`src/rtl/ofc_pkg.sv`:
```
package ofc_pkg;

    localparam int DATA_W = 16;
    localparam int GAIN_W = 2;

    typedef enum logic {
        ST_RUN = 1'b0,
        ST_CAL = 1'b1
    } cal_state_e;

    typedef struct packed {
        logic [GAIN_W-1:0] gain;
        logic              unipolar;
        logic              buffered;
        logic              fast_rate;
    } adc_cfg_t;

    function automatic logic cfg_differs(adc_cfg_t a, adc_cfg_t b);
        return (a != b);
    endfunction

endpackage

```
`src/rtl/ofc_cal_ctrl.sv`:
```
module ofc_cal_ctrl
    import ofc_pkg::*;
(
    input  logic clk,
    input  logic rst,
    input  logic cal_req,
    input  logic in_vld,
    input  logic in_settled,
    output logic cal_active,
    output logic capture
);

    cal_state_e state_q, state_d;

    always_comb begin
        capture = (state_q == ST_CAL) && in_vld && in_settled;
        state_d = state_q;
        case (state_q)
            ST_RUN: if (cal_req) state_d = ST_CAL;
            ST_CAL: if (capture) state_d = ST_RUN;
            default: state_d = ST_RUN;
        endcase
    end

    always_ff @(posedge clk) begin
        if (rst) state_q <= ST_RUN;
        else     state_q <= state_d;
    end

    assign cal_active = (state_q == ST_CAL);

    AST_CAL_START: assert property (@(posedge clk) disable iff (rst)
        (!cal_active && cal_req) |=> cal_active);
    AST_CAL_END: assert property (@(posedge clk) disable iff (rst)
        (cal_active && in_vld && in_settled) |=> !cal_active);
    AST_REQ_IGNORED: assert property (@(posedge clk) disable iff (rst)
        (cal_active && cal_req && !(in_vld && in_settled)) |=> cal_active);

endmodule

```
`src/rtl/ofc_offset_store.sv`:
```
module ofc_offset_store
    import ofc_pkg::*;
#(
    parameter int DW = DATA_W
) (
    input  logic          clk,
    input  logic          rst,
    input  logic          capture,
    input  logic [DW-1:0] cap_data,
    input  logic          host_wr,
    input  logic [DW-1:0] host_data,
    input  adc_cfg_t      cfg,
    output logic [DW-1:0] off_q,
    output logic          recal_q
);

    adc_cfg_t prev_cfg;
    logic     cfg_chg;

    assign cfg_chg = cfg_differs(cfg, prev_cfg);

    always_ff @(posedge clk) begin
        if (rst) begin
            off_q    <= '0;
            recal_q  <= 1'b0;
            prev_cfg <= cfg;
        end else begin
            prev_cfg <= cfg;
            if (capture)      off_q <= cap_data;
            else if (host_wr) off_q <= host_data;
            if (cfg_chg)                  recal_q <= 1'b1;
            else if (capture || host_wr)  recal_q <= 1'b0;
        end
    end

    AST_CAP_LOAD: assert property (@(posedge clk) disable iff (rst)
        capture |=> (off_q == $past(cap_data)));
    AST_HOST_LOAD: assert property (@(posedge clk) disable iff (rst)
        (host_wr && !capture) |=> (off_q == $past(host_data)));
    AST_CFG_FLAG: assert property (@(posedge clk) disable iff (rst)
        (cfg != prev_cfg) |=> recal_q);

endmodule

```
`src/rtl/ofc_corrector.sv`:
```
module ofc_corrector
    import ofc_pkg::*;
#(
    parameter int DW = DATA_W
) (
    input  logic          clk,
    input  logic          rst,
    input  logic          in_vld,
    input  logic          is_cal,
    input  logic          unipolar,
    input  logic [DW-1:0] raw,
    input  logic [DW-1:0] off,
    output logic [DW-1:0] dout,
    output logic          dstb
);

    localparam int XW = 3;
    localparam int EW = DW + XW;
    localparam logic signed [EW-1:0] U_HI = {{XW{1'b0}}, {DW{1'b1}}};
    localparam logic signed [EW-1:0] U_LO = '0;
    localparam logic signed [EW-1:0] B_HI = {{(XW+1){1'b0}}, {(DW-1){1'b1}}};
    localparam logic signed [EW-1:0] B_LO = {{(XW+1){1'b1}}, {(DW-1){1'b0}}};

    logic signed [EW-1:0] raw_x, off_x, diff, hi, lo;
    logic [DW-1:0]        sat;
    logic                 take;

    always_comb begin
        raw_x = unipolar ? {{XW{1'b0}}, raw} : {{XW{raw[DW-1]}}, raw};
        off_x = {{XW{off[DW-1]}}, off};
        if (unipolar) off_x = off_x <<< 1;
        diff  = raw_x - off_x;
        hi    = unipolar ? U_HI : B_HI;
        lo    = unipolar ? U_LO : B_LO;
        if (diff > hi)      sat = hi[DW-1:0];
        else if (diff < lo) sat = lo[DW-1:0];
        else                sat = diff[DW-1:0];
    end

    assign take = in_vld && !is_cal;

    always_ff @(posedge clk) begin
        if (rst) begin
            dout <= '0;
            dstb <= 1'b0;
        end else begin
            dstb <= take;
            if (take) dout <= sat;
        end
    end

    AST_NO_STB_IN_CAL: assert property (@(posedge clk) disable iff (rst)
        (in_vld && is_cal) |=> (!dstb && $stable(dout)));
    AST_ZERO_OFF_PASS: assert property (@(posedge clk) disable iff (rst)
        (take && off == '0) |=> (dstb && dout == $past(raw)));

endmodule

```
`src/rtl/adc_offset_cal.sv`:
```
module adc_offset_cal
    import ofc_pkg::*;
(
    input  logic                clk,
    input  logic                rst,
    input  logic                cal_req,
    input  logic [GAIN_W-1:0]   cfg_gain,
    input  logic                cfg_unipolar,
    input  logic                cfg_buffered,
    input  logic                cfg_fast_rate,
    input  logic                conv_valid,
    input  logic                conv_settled,
    input  logic [DATA_W-1:0]   conv_raw,
    input  logic                host_wr,
    input  logic [DATA_W-1:0]   host_offset,
    output logic                mux_disable,
    output logic                input_short,
    output logic                data_ready,
    output logic [DATA_W-1:0]   data_out,
    output logic                data_strobe,
    output logic [DATA_W-1:0]   offset_value,
    output logic                recal_needed
);

    adc_cfg_t cfg;
    logic     cal_active, capture;

    assign cfg = '{gain: cfg_gain, unipolar: cfg_unipolar,
                   buffered: cfg_buffered, fast_rate: cfg_fast_rate};

    ofc_cal_ctrl u_ctrl (
        .clk        (clk),
        .rst        (rst),
        .cal_req    (cal_req),
        .in_vld     (conv_valid),
        .in_settled (conv_settled),
        .cal_active (cal_active),
        .capture    (capture)
    );

    ofc_offset_store #(.DW(DATA_W)) u_store (
        .clk       (clk),
        .rst       (rst),
        .capture   (capture),
        .cap_data  (conv_raw),
        .host_wr   (host_wr),
        .host_data (host_offset),
        .cfg       (cfg),
        .off_q     (offset_value),
        .recal_q   (recal_needed)
    );

    ofc_corrector #(.DW(DATA_W)) u_corr (
        .clk      (clk),
        .rst      (rst),
        .in_vld   (conv_valid),
        .is_cal   (cal_active),
        .unipolar (cfg_unipolar),
        .raw      (conv_raw),
        .off      (offset_value),
        .dout     (data_out),
        .dstb     (data_strobe)
    );

    assign mux_disable = cal_active;
    assign input_short = cal_active;
    assign data_ready  = cal_active;

    AST_UNSETTLED_KEEP: assert property (@(posedge clk) disable iff (rst)
        (data_ready && conv_valid && !conv_settled && !host_wr) |=> $stable(offset_value));
    AST_CAL_CLEARS_FLAG: assert property (@(posedge clk) disable iff (rst)
        (data_ready && conv_valid && conv_settled && $stable(cfg)) |=> !recal_needed);

endmodule

```
`config.mk`:
```
export PLATFORM = sky130hd
export DESIGN_NAME = adc_offset_cal
export DESIGN_NICKNAME = d
export VERILOG_FILES = /design/src/rtl/ofc_pkg.sv /design/src/rtl/ofc_cal_ctrl.sv /design/src/rtl/ofc_offset_store.sv /design/src/rtl/ofc_corrector.sv /design/src/rtl/adc_offset_cal.sv
export SDC_FILE = /design/constraint.sdc
export NUM_CORES = 1
export LEC_CHECK = 0
export BUFFER_PORTS_ARGS = -buffer_cell sky130_fd_sc_hd__buf_2
export CAP_MARGIN = 20
export CORE_ASPECT_RATIO = 1.2
export CORE_MARGIN = 8
export CORE_UTILIZATION = 40
export DETAILED_ROUTE_END_ITERATION = 8
export SYNTH_ARGS = -nofsm -noshare
export SYNTH_HDL_FRONTEND = slang
export SYNTH_SLANG_ARGS = --single-unit
```
`constraint.sdc`:
```
create_clock -name clk -period 7.9 [get_ports clk]
set_clock_uncertainty 0.2 [all_clocks]
set_input_delay 1.185 -clock clk [delete_from_list [all_inputs] [get_ports clk]]
set_output_delay 1.185 -clock clk [all_outputs]
set_load 0.02 [all_outputs]
```
==> results of run 1 <==
[power groups by stage]
stage | Sequential (W) | Clock (W) | Combinational (W)
final | 0.000233 | 0.000201 | 0.000280
after global routing | 0.000236 | 0.000213 | 0.000310
after CTS | 0.000234 | 0.000205 | 0.000281
after detailed placement | 0.000238 | 0 | 0.000280
after global placement | 0.000238 | 0 | 0.000279
after floorplan | 0.000258 | 0 | 0.000190
[metal layers]
layer / track usage / routed length, microns / up-vias
li1: - / - / 1427
met1: 0.176 / 3470 / 1274
met2: 0.272 / 4050 / 69
met3: 0.0298 / 395 / 15
met4: 0.0491 / 173 / 0
met5: 0 / 0 / -
[flip-flops by register name (all words and copies together) (netlist names)]
register           flops
u_ctrl.cal_active      1
u_corr.dstb            1
u_store.recal_q        1
u_corr.dout           16
u_store.off_q         16
u_store.prev_cfg       5
[through the flow]
stage / hold slack, ns / utilization
floorplan: 0.319 / -
global placement: 0.288 / 0.466
detailed placement: 0.287 / 0.468
CTS: 0.299 / 0.486
global route: 0.320 / 0.486
finish: 0.298 / 0.486
[synthesized netlist by cell type, types with 6 or more instances]
| cell type | number |
|---|---|
| nor2_1 | 54 |
| dfxtp_1 | 40 |
| mux2i_1 | 33 |
| a211oi_1 | 24 |
| ha_1 | 22 |
| a21oi_1 | 18 |
| nand2_1 | 15 |
| clkbuf_1 | 13 |
| nand2b_1 | 10 |
| inv_1 | 9 |
| nand3_1 | 9 |
| o21ai_0 | 9 |
| xnor2_1 | 9 |
| nor2b_1 | 6 |
| o21a_1 | 6 |
| xor2_1 | 6 |
[cell type report]
class                   count  share of cell area
clock buffers               5              0.0196
well taps                  90              0.0320
clock inverters             2              0.0171
repair buffers             81               0.119
flip-flops and latches     40               0.228
multi-input cells         283               0.575
inverters                   9             0.00961
[worst max-delay path by stage]
stage	start	to	slack (ns)	cells past startpoint
after global routing	cfg_unipolar	u_corr.dout[1]	1.82	18
after detailed placement	cfg_unipolar	u_corr.dout[1]	1.86	18
after global placement	cfg_unipolar	u_corr.dout[5]	1.92	18
final	cfg_unipolar	u_corr.dout[1]	2.14	18
after floorplan	cfg_unipolar	u_corr.dout[15]	2.57	21
after CTS	cfg_unipolar	u_corr.dout[1]	2.14	18
[cell families after synthesis]
group	Yosys count	synth area share
multiplexers	33	0.111
XOR/XNOR	15	0.0442
AND/OR/NAND/NOR	116	0.187
buffers and inverters	33	0.0501
AO/OA/AOI/OAI	96	0.238
adder cells (fa/ha/maj)	23	0.0994
flip-flops	40	0.270
[layout by cell type (no fill, tap or decap), types with 2 or more instances in the layout]
cell type	synthesis	layout
a21o_1	5	5
inv_1	9	9
o211ai_1	4	4
bufinv_16	0	2
o211a_1	2	2
nor3_1	3	3
nand3_1	9	9
o221ai_1	2	2
nand3b_1	2	2
or3_1	3	3
a311oi_2	2	2
nand2b_1	10	10
nand2_1	15	15
clkbuf_8	0	5
mux2i_1	33	33
o2111ai_1	3	3
o21ai_0	9	9
a311oi_1	2	2
a211oi_1	24	24
dfxtp_1	40	40
a211oi_2	2	2
o21a_1	6	6
ha_1	22	22
a31oi_1	2	2
xor2_1	6	6
nor2_1	54	54
o21ai_1	3	3
xnor2_1	9	9
and3_1	2	2
a21oi_1	18	18
nor2b_1	6	6
nand4_1	5	5
buf_2	5	79
[worst min-delay path: stages, from the launching register on]
cell and delay, ns:
dfxtp_1 0.31, nor2_1 0.09, a311oi_1 0.05
==> results.sh, run 1 <==
export IMPL_setup_ws_ns=2.14
export IMPL_vias=2785
export IMPL_port_buffers=79
export IMPL_synth_area_per_cell_sq_um=8.34
export IMPL_drtIter0Drc=111
export IMPL_cts_resized_gates=0
export IMPL_viasPerCell=5.46
export IMPL_dr_pass1_iters=4
export IMPL_cts_sinks=40
export IMPL_power_switching_w=0.000259
export IMPL_synth_warnings=0
export IMPL_rr_startpoint="u_store.off_q[6]"
export IMPL_grt_max_degree=36
export IMPL_critPathTopFamily="simple AND/OR/NAND/NOR gates"
export IMPL_syn2layout_area_growth_pct=18.3
export IMPL_netlist_instances=356
export IMPL_clk_path_buf_depth=2
export IMPL_total_power_w=0.000715
export IMPL_drv_cap=0
export IMPL_drc_errors=0
export IMPL_setup_tns_ns=0
export IMPL_max_freq_mhz=174
export IMPL_overflow=0
export IMPL_critPathMaxFanout=25
export IMPL_crit_buf_inv=1
export IMPL_endpoint_kind="flip-flop"
export IMPL_antenna_found_initial=0
export IMPL_syn_area_sq_um=2970
export IMPL_period_needed_ns=5.76
export IMPL_max_stage_delay_ns=0.56
export IMPL_whs_path_depth=2
export IMPL_hold_path_class="reg2reg"
export IMPL_cp_start_kind="input port"
export IMPL_irDropWorstVdd_uv=106
export IMPL_num_nets_final=486
export IMPL_reg2reg_slack_ns=3.24
export IMPL_cts_tree="yes"
export IMPL_die_h_microns=110
export IMPL_die_area_sq_um=10500
export IMPL_worstHoldStart="u_corr.dout[4]"
export IMPL_place_ws_ns=1.86
export IMPL_setup_viol=0
export IMPL_clkTransAtPathRegs_ns=0.08
export IMPL_synth_ff_type="dfxtp_1"
export IMPL_syn_nets=422
export IMPL_rows=34
export IMPL_worstPathCellList="buf_2 -> mux2i_1 -> ha_1 -> a21oi_1 -> nand2_1 -> o211ai_1 -> nand3_1 -> a21oi_1 -> xnor2_1 -> ha_1 -> nor4bb_1 -> o2111ai_1 -> nor4_1 -> nand4_1 -> o211ai_1 -> and3_1 -> nand2_1 -> o21a_1"
export IMPL_drt_total_wl_microns=8090
export IMPL_ctsRootBufferMaster="clkbuf_8"
export IMPL_placed_cell_area_sq_um=3390
export IMPL_start_util=0.411
export IMPL_clk_insertion_delay_late_ns=0.30
export IMPL_yosysSeqAreaShare=0.270
export IMPL_dieWidth_microns=94.7
export IMPL_arrival_ns=5.75
export IMPL_post_cts_buffers=0
export IMPL_cts_inserted_buffers=5
export IMPL_cts_max_level=2
export IMPL_status="completed"
export IMPL_filler_cell_count=748
export IMPL_synth_edf_count=0
export IMPL_first_global_vias=2767
export IMPL_ctsHoldBuffers=0
export IMPL_r2r_cells=17
export IMPL_regArea_sq_um=801
export IMPL_final_area_sq_um=3510
export IMPL_p_sw_frac=0.362
export IMPL_holdPathEnd="u_corr.dout[4]"
export IMPL_place_inst=503
export IMPL_finalHoldViolCount=0
export IMPL_gp_congestion=0.935
export IMPL_io_pins=80
export IMPL_drive_gt1_frac=0.238
export IMPL_core_area_sq_um=7230
export IMPL_async_flop_share=0
export IMPL_ys_types=55
export IMPL_yosys_area_top_type="dfxtp_1"
export IMPL_fin_cells=510
export IMPL_p_per_area_nw_per_um2=203
export IMPL_grt_pass1_wl_microns=13300
export IMPL_power_frac_seq=0.327
export IMPL_antenna_cells=0
export IMPL_postRouteAntennaNets=0
export IMPL_track_usage=0.154
export IMPL_leakagePower_nw=1.64
export IMPL_pwr_share_comb=0.392
export IMPL_p_clk_frac=0.282
export IMPL_ys_seq_elements=40
export IMPL_critPathKind="in2reg"
export IMPL_period_share=0.729
export IMPL_post_drt_wl_per_cell_microns=15.9
export IMPL_maxSlewViolCount=0
export IMPL_timing_rr_end="u_corr.dout[1]"
export IMPL_relSlewSlack=0.415
export IMPL_power_internal_w=0.000456
export IMPL_required_ns=7.89
export IMPL_dp_hpwl_microns=6410
export IMPL_crit_slowest_cell="and3_1"
export IMPL_ys_top_cells_by_area="dfxtp_1 (27%), mux2i_1 (11%), ha_1 (9.3%), nor2_1 (6.8%), a211oi_1 (6.1%)"
export IMPL_synth_top_area_frac=0.270
export IMPL_rsz0062_at_grt="false"
export IMPL_multi_input_area_sq_um=2020
export IMPL_tightest_slew_ns=0.874
(Power assumes the default switching activity.)
==> run 2, diff against run 1 <==
- PLACE_DENSITY: not set -> 0.66
- clock period: 7.9 -> 5.1 ns (I/O delays scaled with it)
==> results.sh, run 2 (synthesized netlist as in run 1, its figures left out) <==
export IMPL_status="completed"
export IMPL_ctsRootBufferMaster="clkbuf_8"
export IMPL_cts_sinks=40
export IMPL_dp_hpwl_microns=6170
export IMPL_leakagePower_nw=1.66
export IMPL_post_cts_buffers=0
export IMPL_power_internal_w=0.000666
export IMPL_overflow=0
export IMPL_drive_gt1_frac=0.246
export IMPL_clk_insertion_delay_late_ns=0.30
export IMPL_dr_pass1_iters=4
export IMPL_required_ns=5.05
export IMPL_drc_errors=0
export IMPL_maxSlewViolCount=0
export IMPL_die_area_sq_um=10500
export IMPL_ctsHoldBuffers=0
export IMPL_clkTransAtPathRegs_ns=0.07
export IMPL_drt_total_wl_microns=7660
export IMPL_grt_use_met1=0.175
export IMPL_relSlewSlack=0.537
export IMPL_critPathMaxFanout=9
export IMPL_setup_tns_ns=0
export IMPL_max_stage_delay_ns=0.29
export IMPL_antenna_cells=0
export IMPL_dieWidth_microns=94.7
export IMPL_regArea_sq_um=801
export IMPL_place_inst=507
export IMPL_critPathKind="in2reg"
export IMPL_syn2layout_area_growth_pct=18.9
export IMPL_viasPerCell=5.48
export IMPL_vias=2830
export IMPL_track_usage=0.149
export IMPL_grtUsageMet2=0.259
export IMPL_rsz0062_at_grt="false"
export IMPL_period_share=0.889
export IMPL_power_frac_seq=0.342
export IMPL_grt_pass1_wl_microns=13000
export IMPL_cts_resized_gates=0
export IMPL_fin_cells=516
export IMPL_die_h_microns=110
export IMPL_setup_viol=0
export IMPL_cts_inserted_buffers=5
export IMPL_endpoint_kind="flip-flop"
export IMPL_finalHoldViolCount=0
export IMPL_post_drt_wl_per_cell_microns=14.8
export IMPL_cts_tree="yes"
export IMPL_period_needed_ns=4.54
export IMPL_hold_path_class="reg2reg"
export IMPL_first_global_vias=2901
export IMPL_crit_slowest_cell="nor4_1"
export IMPL_placed_cell_area_sq_um=3410
export IMPL_rows=34
export IMPL_filler_cell_count=750
export IMPL_irDropWorstVdd_uv=121
export IMPL_gp_congestion=0.902
export IMPL_multi_input_area_sq_um=2020
export IMPL_port_buffers=79
export IMPL_start_util=0.411
export IMPL_grt_max_degree=36
export IMPL_worstPathCellList="buf_2 -> buf_4 -> mux2i_1 -> ha_1 -> nor2_1 -> a211oi_2 -> o211ai_1 -> nand3_1 -> a21oi_1 -> xnor2_1 -> ha_1 -> nor4bb_1 -> o2111ai_1 -> nor4_1 -> nand4_1 -> o211ai_1 -> and3_1 -> mux2i_1 -> a211oi_2"
export IMPL_pwr_share_comb=0.415
export IMPL_final_area_sq_um=3530
export IMPL_layout_commonest_cell="buf_2"
export IMPL_tightest_slew_ns=0.694
export IMPL_top_regs="u_corr.dout x16, u_store.off_q x16, u_store.prev_cfg x5"
export IMPL_use_met3=0.0298
export IMPL_drtIter0Drc=121
export IMPL_antenna_found_initial=0
export IMPL_max_freq_mhz=220
export IMPL_final_cell_mix="buf_2 (79), nor2_1 (54), dfxtp_1 (40)"
export IMPL_power_switching_w=0.000393
export IMPL_drv_cap=0
export IMPL_p_per_area_nw_per_um2=300
export IMPL_cp_start_kind="input port"
export IMPL_arrival_ns=4.49
export IMPL_cts_max_level=2
export IMPL_num_nets_final=491
export IMPL_postRouteAntennaNets=0
export IMPL_io_pins=80
export IMPL_p_sw_frac=0.371
export IMPL_top_usage_layer="met2"
export IMPL_core_area_sq_um=7230
export IMPL_clk_path_buf_depth=2
export IMPL_p_clk_frac=0.243
==> run 2: changes by cell type in the layout (fill, tap and decap cells not counted), sizes merged <==
cell    previous run  this run
buf               81        86
bufinv             2         1
clkbuf             5         6
clkinv             0         1
==> run 2: critical path, delay by kind of cell <==
family / cells / cell delay [ns]
AOI/OAI and AO/OA: 6 / 0.95
xor gates and xnor gates: 1 / 0.12
adders and majority gates: 2 / 0.54
buffers and inverters: 2 / 0.43
muxes: 2 / 0.43
and+or+nand+nor: 6 / 1.22
==> run 2: metal layers <==
layer / up-vias / wire length [microns]
li1: 1436 / -
met5: - / 0
met2: 72 / 3890
met1: 1307 / 3270
met3: 15 / 367
met4: 0 / 132
==> run 2: power groups by stage <==
stage                     clock network, W  registers [W]  logic, W
after detailed placement                 0       0.000369  0.000439
after global placement                   0       0.000369  0.000436
after CTS                         0.000268       0.000362  0.000440
final                             0.000258       0.000362  0.000440
after global routing              0.000276       0.000365  0.000490
after floorplan                          0       0.000400  0.000294
==> run 2: path summary, 6_finish.rpt <==
| path | startpoint | cells past startpoint | slack, ns | to |
|---|---|---|---|---|
| max | cfg_unipolar | 19 | 0.56 | u_corr.dout[15] |
| min | u_corr.dout[3] | 2 | 0.30 | u_corr.dout[3] |
| max reg2reg | u_store.off_q[10] | 17 | 1.00 | u_corr.dout[15] |
| min reg2reg | u_corr.dout[3] | 2 | 0.30 | u_corr.dout[3] |
==> run 2: stage by stage <==
stage	utilization	power (W)	setup WS (ns)	hold slack (ns)
after floorplan	-	0.000694	0.185	0.319
after CTS	0.486	0.00107	0.586	0.303
final	0.488	0.00106	0.564	0.301
after global placement	0.471	0.000805	0.401	0.289
after global routing	0.488	0.00113	0.224	0.326
after detailed placement	0.471	0.000808	0.311	0.292
==> run 2: area by class of cell <==
type / count / share of cell area
sequential: 40 / 0.227
inverter: 9 / 0.00957
clock buffer: 6 / 0.0206
clock inverter: 2 / 0.00992
timing repair buffer: 86 / 0.129
tap: 90 / 0.0319
multi-input combinational: 283 / 0.572
